[src/rtl/pn_spread_pkg.sv]
package pn_spread_pkg;

  // Next state of a right-shifting feedback register of width w: the stage at
  // position 0 is the output end, the new bit enters at position w-1, and the
  // feedback is the output stage XOR the stage tap_stage places from the input.
  function automatic logic [31:0] lfsr_advance(input logic [31:0] st,
                                               input int unsigned w,
                                               input int unsigned tap_stage);
    logic [31:0] nx;
    logic        fb;
    fb = st[0] ^ st[w - tap_stage];
    nx = st >> 1;
    nx[w-1] = fb;
    return nx;
  endfunction

  // Chip polarity as seen outside the register.
  function automatic logic chip_of(input logic out_stage, input logic invert);
    return out_stage ^ invert;
  endfunction

  // Modulo-2 combination of chip and data.
  function automatic logic spread_of(input logic chip, input logic data);
    return chip ^ data;
  endfunction

endpackage

[src/rtl/pn_lfsr_core.sv]
module pn_lfsr_core
  import pn_spread_pkg::*;
#(
  parameter int unsigned STAGES      = 5,
  parameter int unsigned TAP_STAGE   = 2,
  parameter logic [STAGES-1:0] SEED  = '1,
  parameter bit          INVERT_CHIP = 1'b1
) (
  input  logic              clk,
  input  logic              rst_n,
  input  logic              advance,
  output logic [STAGES-1:0] state,
  output logic              chip,
  output logic              at_origin
);

  logic [STAGES-1:0] state_q;
  logic [STAGES-1:0] state_nx;
  logic [31:0]       wide_nx;

  assign wide_nx = lfsr_advance(32'(state_q), STAGES, TAP_STAGE);

  for (genvar i = 0; i < STAGES; i++) begin : g_next
    assign state_nx[i] = wide_nx[i];
  end

  always_ff @(posedge clk or negedge rst_n) begin
    if (!rst_n)       state_q <= SEED;
    else if (advance) state_q <= state_nx;
  end

  assign state     = state_q;
  assign chip      = chip_of(state_q[0], INVERT_CHIP);
  assign at_origin = (state_q == SEED);

endmodule

[src/rtl/pn_chip_combiner.sv]
module pn_chip_combiner
  import pn_spread_pkg::*;
(
  input  logic clk,
  input  logic rst_n,
  input  logic advance,
  input  logic chip,
  input  logic origin,
  input  logic data,
  output logic pn_q,
  output logic spread_q,
  output logic start_q
);

  always_ff @(posedge clk or negedge rst_n) begin
    if (!rst_n) begin
      pn_q     <= 1'b0;
      spread_q <= 1'b0;
      start_q  <= 1'b0;
    end else if (advance) begin
      pn_q     <= chip;
      spread_q <= spread_of(chip, data);
      start_q  <= origin;
    end
  end

endmodule

[src/rtl/pn_ds_spreader.sv]
module pn_ds_spreader #(
  parameter int unsigned STAGES      = 5,
  parameter int unsigned TAP_STAGE   = 2,
  parameter logic [STAGES-1:0] SEED  = '1,
  parameter bit          INVERT_CHIP = 1'b1
) (
  input  logic clk,
  input  logic rst_n,
  input  logic chip_en,
  input  logic data_in,
  output logic pn_chip,
  output logic spread_chip,
  output logic seq_start
);

  // Named internal events for the checker.
  logic [STAGES-1:0] lfsr_state;
  logic              chip_raw;
  logic              period_origin;

  pn_lfsr_core #(
    .STAGES      (STAGES),
    .TAP_STAGE   (TAP_STAGE),
    .SEED        (SEED),
    .INVERT_CHIP (INVERT_CHIP)
  ) u_core (
    .clk       (clk),
    .rst_n     (rst_n),
    .advance   (chip_en),
    .state     (lfsr_state),
    .chip      (chip_raw),
    .at_origin (period_origin)
  );

  pn_chip_combiner u_comb (
    .clk      (clk),
    .rst_n    (rst_n),
    .advance  (chip_en),
    .chip     (chip_raw),
    .origin   (period_origin),
    .data     (data_in),
    .pn_q     (pn_chip),
    .spread_q (spread_chip),
    .start_q  (seq_start)
  );

endmodule

[config.mk]
export PLATFORM = sky130hd
export DESIGN_NAME = pn_ds_spreader
export DESIGN_NICKNAME = d
export VERILOG_FILES = /design/src/rtl/pn_spread_pkg.sv /design/src/rtl/pn_lfsr_core.sv /design/src/rtl/pn_chip_combiner.sv /design/src/rtl/pn_ds_spreader.sv
export SDC_FILE = /design/constraint.sdc
export NUM_CORES = 1
export LEC_CHECK = 0
export ABC_CLOCK_PERIOD_IN_PS = 2400
export BUFFER_PORTS_ARGS = -buffer_cell sky130_fd_sc_hd__buf_2
export CORE_AREA = 2 2 39 41
export DETAILED_ROUTE_END_ITERATION = 10
export DIE_AREA = 0 0 41 43
export PLACE_DENSITY = 0.54
export SETUP_SLACK_MARGIN = 0.5
export SLEW_MARGIN = 10
export SYNTH_ARGS = -nofsm -noshare
export SYNTH_HDL_FRONTEND = slang
export SYNTH_SLANG_ARGS = --single-unit
[constraint.sdc]
create_clock -name clk -period 2.4 [get_ports clk]
set_clock_uncertainty 0.05 [all_clocks]
set_input_delay 0.36 -clock clk [delete_from_list [all_inputs] [get_ports clk]]
set_output_delay 0.36 -clock clk [all_outputs]
set_load 0.01 [all_outputs]
==> results.cfg <==
[outcome]
status = finished clean

[critical_path]
crit_type = flip-flop to output pin
required_ps = 1990
worst-path-buf-inv = 1
critPathLaunchType = flip-flop
slowest_stage = dfrtp_1
path_cells = buf_2
worstPathMaxFanout = 2
cpLargestDelayFamily = flip-flops
endpoint_kind = output pin
cpPeakStageDelay_ps = 370
cp_data_arrival_time_ps = 770

[route]
postRouteAntennaNets = 0
drc = 0
num_vias = 211
dr.pass1.iters = 1
wl_um = 557
dr.first_iter.drc_count = 0
wl_met3_um = 37
routedWlPerCell_um = 11.1
routed.top_layer = met4
wl_met1_um = 245
wl_met2_um = 240
vias_per_cell = 4.22

[clock_tree]
cts_root_buf = clkbuf_4
worstSkewPairLatency_ps = 260
clk_path_buf_depth = 2
clock-sinks = 8
numCtsBuffers = 3
htreeDepth = 1
clk_pin_slew_ps = 60
cts_resized = 0
cts_setup_buffers = 0
cts_tree = built

[final_layout]
nets = 39
area_growth_pct = 24.5
diodes = 0
final_area_um2 = 413
layout_commonest_cell = buf_2
final_cell_mix = buf_2 (6), dfstp_2 (5), mux2_2 (4), clkbuf_4 (3), dfrtp_1 (3)
fillerInstances = 156
final_layout_size_suffix_gt1_share_pct = 55.9

[floorplan]
die_x_um = 41
rows = 14
dieArea_mm2 = 0.00176
coreArea_mm2 = 0.00138
die_h_um = 43
start_util_pct = 24.0
io_pins = 7

[logic_synthesis]
yosysSeqAreaShare_pct = 62.3
yosys_warnings = 0
netlist_area_um2 = 332
synth_cell_types = 12
mappedNetlistNets = 28
synth-seq-cells = 8
avgSynthCellArea_um2 = 13.8
synthCells = 24

[grt]
grt_pass1_vias = 232
antenna_found_initial = 0
overflow = 0
grt_pass1_wl_um = 869
grt_max_degree = 11
grt.total_usage_pct = 8.31

[place]
post_dp_cell_area_um2 = 377
place_worst_setup_slack_ps = 1320
routabilityCongestion = 0.732
portBuffers = 6

[sta]
fin_ws_ps = 1220
setup_violations = 0
worst_slew_pin_slew_ps = 204
final.min_clock_period_ps = 1180
fmax_mhz = 848
grt_setup_unrepaired = false
final_hold_viol_count = 0
min_period_over_period_pct = 49.1
finalMaxSlewViolations = 0
setup-tns-final_ps = 0
slew_headroom_pct = 86.4

[power_and_ir_drop]
p_leak_uw = 0.000180
peakVddDrop_uv = 473
p_per_area_mw_per_mm2 = 1310

[job]
max_cap_viol_count = 0

[worst_hold_path]
hp-class = primary input to flip-flop
state kept, by name, indices dropped and copies added, names as in the netlist:
register         count
u_comb.spread_q      1
u_core.state         5
u_comb.start_q       1
u_comb.pn_q          1
metrics by stage:
stage	instances	hold slack, ps	utilization [%]	power [uW]
global route	50	383	29.8	578
floorplan	24	14.4	-	380
finish	50	367	29.8	541
global placement	45	156	27.2	423
CTS	50	376	29.8	550
detailed placement	45	161	27.2	434
final timing paths:
path,slack [ps],cells past startpoint,from,endpoint
worst max-delay path,1220,1,u_comb.spread_q$_DFFE_PN0P_,spread_chip
worst min-delay path,370,2,chip_en,u_core.state[4]$_DFFE_PN1P_
worst max register to register,1330,2,u_core.state[0]$_DFFE_PN1P_,u_comb.spread_q$_DFFE_PN0P_
worst min register to register,460,1,u_comb.spread_q$_DFFE_PN0P_,u_comb.spread_q$_DFFE_PN0P_
max in group asynchronous,1640,2,rst_n,u_core.state[4]$_DFFE_PN1P_
min in group asynchronous,420,2,rst_n,u_comb.spread_q$_DFFE_PN0P_
routing by layer:
| layer | global-route usage [%] | up-vias |
|---|---|---|
| met5 | 0 | - |
| li1 | - | 101 |
| met1 | 7.62 | 99 |
| met4 | 12.0 | 0 |
| met2 | 10.9 | 7 |
| met3 | 3.14 | 4 |
repair_timing:
action | CTS | global route
hold buffers | 1 | 0
endpoints found under the setup margin | 0 | 0
endpoints found under the hold margin | 3 | 0
cells in the mapped netlist:
library cell	number	area [um2]
mux2_2	4	45.0
nor2_1	1	3.75
dfstp_2	5	131
a21oi_1	1	5.00
mux2i_1	1	10.0
buf_2	1	5.00
o22ai_1	1	6.26
nand3_1	2	10.0
xnor2_1	2	17.5
inv_1	2	7.51
dfrtp_1	3	75.1
mux2_4	1	15.0
cell type report:
type / count / area, um2 / area share [%]
timing repair buffer: 7 / 40.0 / 9.70
tap: 16 / 20.0 / 4.85
sequential: 8 / 206 / 50.0
multi-input combinational: 13 / 113 / 27.3
clock buffer: 4 / 26.3 / 6.36
inverter: 2 / 7.51 / 1.82
kinds of logic after synthesis:
kind of cell / count (synthesis) / share of synthesized area (%)
compound gates: 2 / 3.40
simple gates: 3 / 4.15
buf+inv: 3 / 3.77
flops: 8 / 62.3
mux: 6 / 21.1
xor+xnor: 2 / 5.28
where the power goes:
group          total [uW]  switching (uW)  internal (uW)
logic                 146            58.0           88.3
clock network         113            49.4           63.8
registers             282            51.6            230
Note: power is estimated with default switching activity, not from simulation.
